[src/rtl/wlk_pkg.sv]
package wlk_pkg;

    typedef enum logic [1:0] {
        WLK_OP_IDLE      = 2'd0,
        WLK_OP_FILL      = 2'd1,
        WLK_OP_FILL_LOCK = 2'd2,
        WLK_OP_RSVD      = 2'd3
    } wlk_op_e;

    typedef enum logic {
        WLK_PICK_FREE   = 1'b0,
        WLK_PICK_FORCED = 1'b1
    } wlk_pick_e;

    // Index of one of the two sticky error flags
    localparam int WLK_FLAG_LOCKERR = 0;
    localparam int WLK_FLAG_STARVE  = 1;
    localparam int WLK_NUM_FLAGS    = 2;

    function automatic bit wlk_is_fill(input wlk_op_e op);
        return (op == WLK_OP_FILL) || (op == WLK_OP_FILL_LOCK);
    endfunction

endpackage

[src/rtl/wlk_usable_sel.sv]
module wlk_usable_sel #(
    parameter int WAYS    = 8,
    parameter int NUM_REQ = 4,
    parameter int IDW     = 2
) (
    input  logic [IDW-1:0]          req_id,
    input  logic [NUM_REQ*WAYS-1:0] part_mask,
    output logic [WAYS-1:0]         usable
);
    logic [WAYS-1:0] slice;

    always_comb begin
        slice = '0;
        for (int r = 0; r < NUM_REQ; r++) begin
            if (int'(req_id) == r) slice = part_mask[r*WAYS +: WAYS];
        end
        // an empty partition falls back to the first way only
        usable = (slice == '0) ? WAYS'(1) : slice;
    end
endmodule

[src/rtl/wlk_victim_pick.sv]
module wlk_victim_pick
    import wlk_pkg::*;
#(
    parameter int WAYS = 8,
    parameter int WW   = 3
) (
    input  logic [WAYS-1:0] usable,
    input  logic [WAYS-1:0] locks,
    input  logic [WW-1:0]   ptr,
    output logic [WW-1:0]   way,
    output wlk_pick_e       kind,
    output logic            spare
);
    logic [WAYS-1:0] cand;
    logic [WW-1:0]   rr_way;
    logic [WW-1:0]   low_way;
    logic            found;

    assign cand  = usable & ~locks;
    assign spare = ($countones(cand) >= 2);

    // first free usable way at or after the pointer, circularly
    always_comb begin
        rr_way = '0;
        found  = 1'b0;
        for (int i = 0; i < WAYS; i++) begin
            int j;
            j = int'(ptr) + i;
            if (j >= WAYS) j = j - WAYS;
            if (!found && cand[j]) begin
                rr_way = WW'(j);
                found  = 1'b1;
            end
        end
    end

    // lowest usable way, used when everything usable is locked
    always_comb begin
        low_way = '0;
        for (int i = WAYS - 1; i >= 0; i--) begin
            if (usable[i]) low_way = WW'(i);
        end
    end

    assign kind = found ? WLK_PICK_FREE : WLK_PICK_FORCED;
    assign way  = found ? rr_way : low_way;
endmodule

[src/rtl/wlk_sticky_flag.sv]
module wlk_sticky_flag (
    input  logic clk,
    input  logic rst,
    input  logic set_ev,
    input  logic clr_req,
    input  logic irq_en,
    output logic flag,
    output logic irq
);
    always_ff @(posedge clk) begin
        if (rst)          flag <= 1'b0;
        else if (set_ev)  flag <= 1'b1;
        else if (clr_req) flag <= 1'b0;
    end

    assign irq = flag & irq_en;
endmodule

[src/rtl/wlk_repl_sel.sv]
module wlk_repl_sel
    import wlk_pkg::*;
#(
    parameter  int WAYS    = 8,
    parameter  int NUM_REQ = 4,
    localparam int WW      = (WAYS > 1) ? $clog2(WAYS) : 1,
    localparam int IDW     = (NUM_REQ > 1) ? $clog2(NUM_REQ) : 1
) (
    input  logic                    clk,
    input  logic                    rst,
    input  logic [1:0]              req_op,
    input  logic [IDW-1:0]          req_id,
    input  logic [NUM_REQ*WAYS-1:0] part_mask,
    input  logic [WAYS-1:0]         lock_in,
    input  logic                    clr_lockerr,
    input  logic                    clr_starve,
    input  logic                    en_lockerr_irq,
    input  logic                    en_starve_irq,
    output logic                    out_valid,
    output logic [WW-1:0]           victim_way,
    output logic [WAYS-1:0]         lock_out,
    output logic                    lockerr_flag,
    output logic                    starve_flag,
    output logic                    irq_lockerr,
    output logic                    irq_starve
);
    wlk_op_e         op;
    logic            fill;
    logic            want_lock;
    logic [WAYS-1:0] usable;
    logic [WW-1:0]   pick_way;
    wlk_pick_e       pick_kind;
    logic            pick_spare;
    logic [WW-1:0]   ptr_q;
    logic [WW-1:0]   ptr_nxt;
    logic [WAYS-1:0] pick_oh;
    logic [WAYS-1:0] lock_nxt;
    logic            ev_refuse;
    logic            ev_starve;

    logic [WLK_NUM_FLAGS-1:0] fl_set, fl_clr, fl_en, fl_q, fl_irq;

    assign op        = wlk_op_e'(req_op);
    assign fill      = wlk_is_fill(op);
    assign want_lock = (op == WLK_OP_FILL_LOCK);

    wlk_usable_sel #(.WAYS(WAYS), .NUM_REQ(NUM_REQ), .IDW(IDW)) u_use (
        .req_id    (req_id),
        .part_mask (part_mask),
        .usable    (usable)
    );

    wlk_victim_pick #(.WAYS(WAYS), .WW(WW)) u_pick (
        .usable (usable),
        .locks  (lock_in),
        .ptr    (ptr_q),
        .way    (pick_way),
        .kind   (pick_kind),
        .spare  (pick_spare)
    );

    assign pick_oh = WAYS'(1) << pick_way;
    assign ptr_nxt = (pick_way == WW'(WAYS - 1)) ? '0 : pick_way + 1'b1;

    // lock update: forced unlock, granted lock, or refused lock
    always_comb begin
        lock_nxt  = lock_in;
        ev_refuse = 1'b0;
        ev_starve = 1'b0;
        if (pick_kind == WLK_PICK_FORCED) begin
            lock_nxt  = lock_in & ~pick_oh;
            ev_starve = 1'b1;
            ev_refuse = want_lock;
        end else if (want_lock) begin
            if (pick_spare) lock_nxt = lock_in | pick_oh;
            else            ev_refuse = 1'b1;
        end
    end

    always_ff @(posedge clk) begin
        if (rst) begin
            out_valid  <= 1'b0;
            victim_way <= '0;
            lock_out   <= '0;
            ptr_q      <= '0;
        end else begin
            out_valid <= fill;
            if (fill) begin
                victim_way <= pick_way;
                lock_out   <= lock_nxt;
                ptr_q      <= ptr_nxt;
            end
        end
    end

    assign fl_set[WLK_FLAG_LOCKERR] = fill && ev_refuse;
    assign fl_set[WLK_FLAG_STARVE]  = fill && ev_starve;
    assign fl_clr[WLK_FLAG_LOCKERR] = clr_lockerr;
    assign fl_clr[WLK_FLAG_STARVE]  = clr_starve;
    assign fl_en[WLK_FLAG_LOCKERR]  = en_lockerr_irq;
    assign fl_en[WLK_FLAG_STARVE]   = en_starve_irq;

    for (genvar g = 0; g < WLK_NUM_FLAGS; g++) begin : g_flag
        wlk_sticky_flag u_flag (
            .clk     (clk),
            .rst     (rst),
            .set_ev  (fl_set[g]),
            .clr_req (fl_clr[g]),
            .irq_en  (fl_en[g]),
            .flag    (fl_q[g]),
            .irq     (fl_irq[g])
        );
    end

    assign lockerr_flag = fl_q[WLK_FLAG_LOCKERR];
    assign starve_flag  = fl_q[WLK_FLAG_STARVE];
    assign irq_lockerr  = fl_irq[WLK_FLAG_LOCKERR];
    assign irq_starve   = fl_irq[WLK_FLAG_STARVE];
endmodule

[config.mk]
export PLATFORM = sky130hd
export DESIGN_NAME = wlk_repl_sel
export DESIGN_NICKNAME = d
export VERILOG_FILES = /design/src/rtl/wlk_pkg.sv /design/src/rtl/wlk_usable_sel.sv /design/src/rtl/wlk_victim_pick.sv /design/src/rtl/wlk_sticky_flag.sv /design/src/rtl/wlk_repl_sel.sv
export SDC_FILE = /design/constraint.sdc
export NUM_CORES = 1
export LEC_CHECK = 0
export BUFFER_PORTS_ARGS = -buffer_cell sky130_fd_sc_hd__clkbuf_2
export CORE_MARGIN = 2
export CORE_UTILIZATION = 45
export DETAILED_ROUTE_END_ITERATION = 10
export PLACE_DENSITY = 0.69
export SKIP_LAST_GASP = 1
export SYNTH_ARGS = -nofsm -noshare
export SYNTH_HDL_FRONTEND = slang
export SYNTH_SLANG_ARGS = --single-unit
[constraint.sdc]
create_clock -name clk -period 6.5 [get_ports clk]
set_input_delay 0.65 -clock clk [delete_from_list [all_inputs] [get_ports clk]]
set_output_delay 0.65 -clock clk [all_outputs]
set_load 0.02 [all_outputs]
==> flow_summary.yaml <==
clock_network:
  cts_repair_resize_count: 0
  holdBufCountCts: 0
  ctsLongestPathBuffers: 2
  tritoncts: "done"
  cts_sinks: 17
  cts_buffers: 3
  cts_root_buf: "clkbuf_8"
  h-tree-depth: 1
  clock_latency_ps: 260
  cts_setup_buffers: 0
  clkTransAtPathRegs_ps: 70
yosys:
  synthFlopType: "dfxtp_1"
  synth_area_um2: 2680
  yosysWarnings: 0
  ys_seq_elements: 17
  synth_nets: 398
  netlist_instances: 329
  synth-edff-count: 0
  ys_seq_area_share_pct: 12.7
  post-synth-top-area-cell: "dfxtp_1"
  synth_cell_types: 73
  synthArstFlopShare_pct: 0
  synth_top_area_share_pct: 12.7
  synth_area_leaders: "dfxtp_1 (13%), mux4_2 (8.4%), ha_1 (7.0%), inv_1 (4.3%), nand2_1 (3.9%)"
  avgSynthCellArea_um2: 8.16
power_and_ir_drop:
  p_int_w: 0.000597
  switching_power_w: 0.000735
  clockPowerShare_pct: 6.1
  ir_worst_vdd_mv: 0.212
  powerDensity_nw_per_um2: 432
  netSwitchingFraction_pct: 55.2
  power_frac_comb_pct: 81.9
  seq_power_share_pct: 11.9
  power_leakage_nw: 1.42
timing:
  slew_headroom_pct: 50.7
  whs_ps: 460
  finalClockSkew_ps: 3.43
  fin_ws_ps: 1500
  finalCriticalPeriod_ps: 5000
  setup_viol: 0
  fin_setup_tns_ps: 0
  finalMaxSlewViolations: 0
  hold_viol: 0
  worstMarginPinSlew_ps: 739
  period_share_pct: 76.9
  rsz0062_at_grt: "no"
  fmax_mhz: 200
setup_path:
  critical_path_arrival_ps: 5150
  cp-end-kind: "flip-flop"
  cp.required_ps: 6650
  worstReg2RegStart: "ptr_q[1]$_SDFFE_PP0P_"
  ff2ff_path_depth: 15
  crit_type: "in2reg"
  startpoint: "req_id[0]"
  start_kind: "primary input"
  cp_max_fo: 16
placement:
  numPortBuffers: 65
  dp_slack_ps: 1280
  gp_congestion: 1.00
  hpwlAfterDp_mm: 6.33
  placed_cells: 456
min_path:
  hold_path_depth: 2
  min_path_type: "reg2reg"
  holdCritStartpoint: "victim_way[2]$_SDFFE_PP0P_"
detailed_routing:
  vias: 2874
  drt_wl_total_mm: 7.67
  wire_per_inst_um: 16.7
  drc: 0
  drt_iter0_drc: 259
  first_pass_iters: 5
  ant_nets: 0
  routed_via_density: 6.25
floorplanning:
  fp.dieH_um: 81.2
  core_um2: 5850
  rows: 28
  die_area_um2: 6600
  die_w_um: 81.2
  start_util_pct: 45.9
  io_pins: 66
finish:
  final_layout_size_suffix_gt1_share_pct: 28.1
  num_antenna_cells: 0
  stdcell_count: 460
  area_growth_syn_to_layout_pct: 14.8
  fillCellCount: 558
  postLayoutCoreUtil_pct: 52.7
  layout.nets: 455
outcome:
  status: "complete, no violations"
global_route:
  grt-ovfl-total: 0
  grt_pass1_wl_mm: 12.5
  track_usage_pct: 23.9
  grt_antenna_before_repair: 0
  grt_max_degree: 25
  grt_pass1_vias: 2634
run:
  maxCapViolCount: 0
==> through the flow <==
| step | area (um2) | total power (W) |
|---|---|---|
| floorplan | 2680 | 0.000975 |
| global placement | 3040 | 0.00122 |
| detailed placement | 3040 | 0.00123 |
| CTS | 3080 | 0.00131 |
| global route | 3080 | 0.00145 |
| finish | 3080 | 0.00133 |
==> registers in the layout, summed over array words and instances (netlist names) <==
| name | count |
|---|---|
| ptr_q | 3 |
| out_valid | 1 |
| lock_out | 8 |
| victim_way | 3 |
| g_flag.u_flag.flag | 2 |
==> worst max-delay path, cell delays in order <==
cell and delay (ps):
clkbuf_2 380, mux4_2 670, or4b_2 720, o21ai_1 230
a2bb2oi_1 360, o21a_1 250, or4_1 240, a21oi_1 60
o31ai_1 400, and2_1 230, ha_1 220, inv_1 70
a32o_1 240, a31o_2 200, a41o_1 200
==> cells in the mapped netlist (all sizes together), types with 5 or more instances <==
cell type and instances:
inv 31, nand2 29, nor2 23, a21oi 19, dfxtp 17, ha 15
mux4 10, clkbuf 9, nand3 9, mux2 8, nor3 8, o21ai 8
and2 7, nand2b 7, nor2b 7, a22oi 6, buf 6, o211ai 6
a211oi 5, nor4 5, or3 5
==> area by class of cell <==
class                   instances  area, um2  share of cell area [%]
well taps                      75       93.8                    3.05
flip-flops and latches         17        340                    11.0
clock buffers                   4       45.0                    1.46
inverters                      31        116                    3.78
multi-input cells             266       2150                    69.6
repair buffers                 67        340                    11.0
==> path summary, 6_finish.rpt <==
path,slack (ps),end
setup / recovery,1500,lock_out[0]$_SDFFE_PP0P_
setup reg to reg,1920,lock_out[0]$_SDFFE_PP0P_
hold / removal,460,victim_way[2]$_SDFFE_PP0P_
hold reg to reg,460,victim_way[2]$_SDFFE_PP0P_
==> power groups by stage <==
stage / clock network [W] / logic (W) / registers [W]
floorplan: 0 / 0.000800 / 0.000175
global placement: 0 / 0.00106 / 0.000160
detailed placement: 0 / 0.00107 / 0.000160
CTS: 0.0000817 / 0.00107 / 0.000158
global route: 0.0000850 / 0.00121 / 0.000163
finish: 0.0000814 / 0.00109 / 0.000159
==> cell families (layout without fill, tap and decap cells) <==
family | Yosys count | in the layout | share of synthesized area (%)
AO/OA/AOI/OAI | 104 | 104 | 32.4
XOR/XNOR | 4 | 4 | 1.31
adder cells (fa/ha/maj) | 19 | 19 | 9.98
buffers and inverters | 46 | 102 | 7.37
flip-flops | 17 | 17 | 12.7
multiplexers | 22 | 22 | 13.7
AND/OR/NAND/NOR | 117 | 117 | 22.6
==> placed cells by master, fill, tap and decap left out, types with 4 or more instances in the layout <==
master / instances
a211oi_1: 5
a21oi_1: 19
a221o_1: 4
a31o_2: 4
a32o_1: 4
and2_1: 7
clkbuf_2: 65
dfxtp_1: 17
fa_1: 4
ha_1: 15
inv_1: 31
mux2_2: 4
mux2i_1: 4
mux4_2: 10
nand2_1: 28
nand2b_1: 7
nand3_1: 9
nand3b_1: 4
nand4_1: 4
nor2_1: 23
nor2b_1: 7
nor3_1: 7
nor4_1: 5
o211ai_1: 5
o21a_1: 4
o21ai_0: 5
or3_1: 5
==> metal layers <==
layer	GRT usage (%)	routed length, um	vias up	part of all wire (%)
met2	39.8	3490	158	45
met1	32.3	3350	1322	44
met5	0	0	-	0
met4	10.5	217	0	2.8
li1	-	-	1371	-
met3	0.889	611	23	8.0
(Power assumes the default switching activity.)
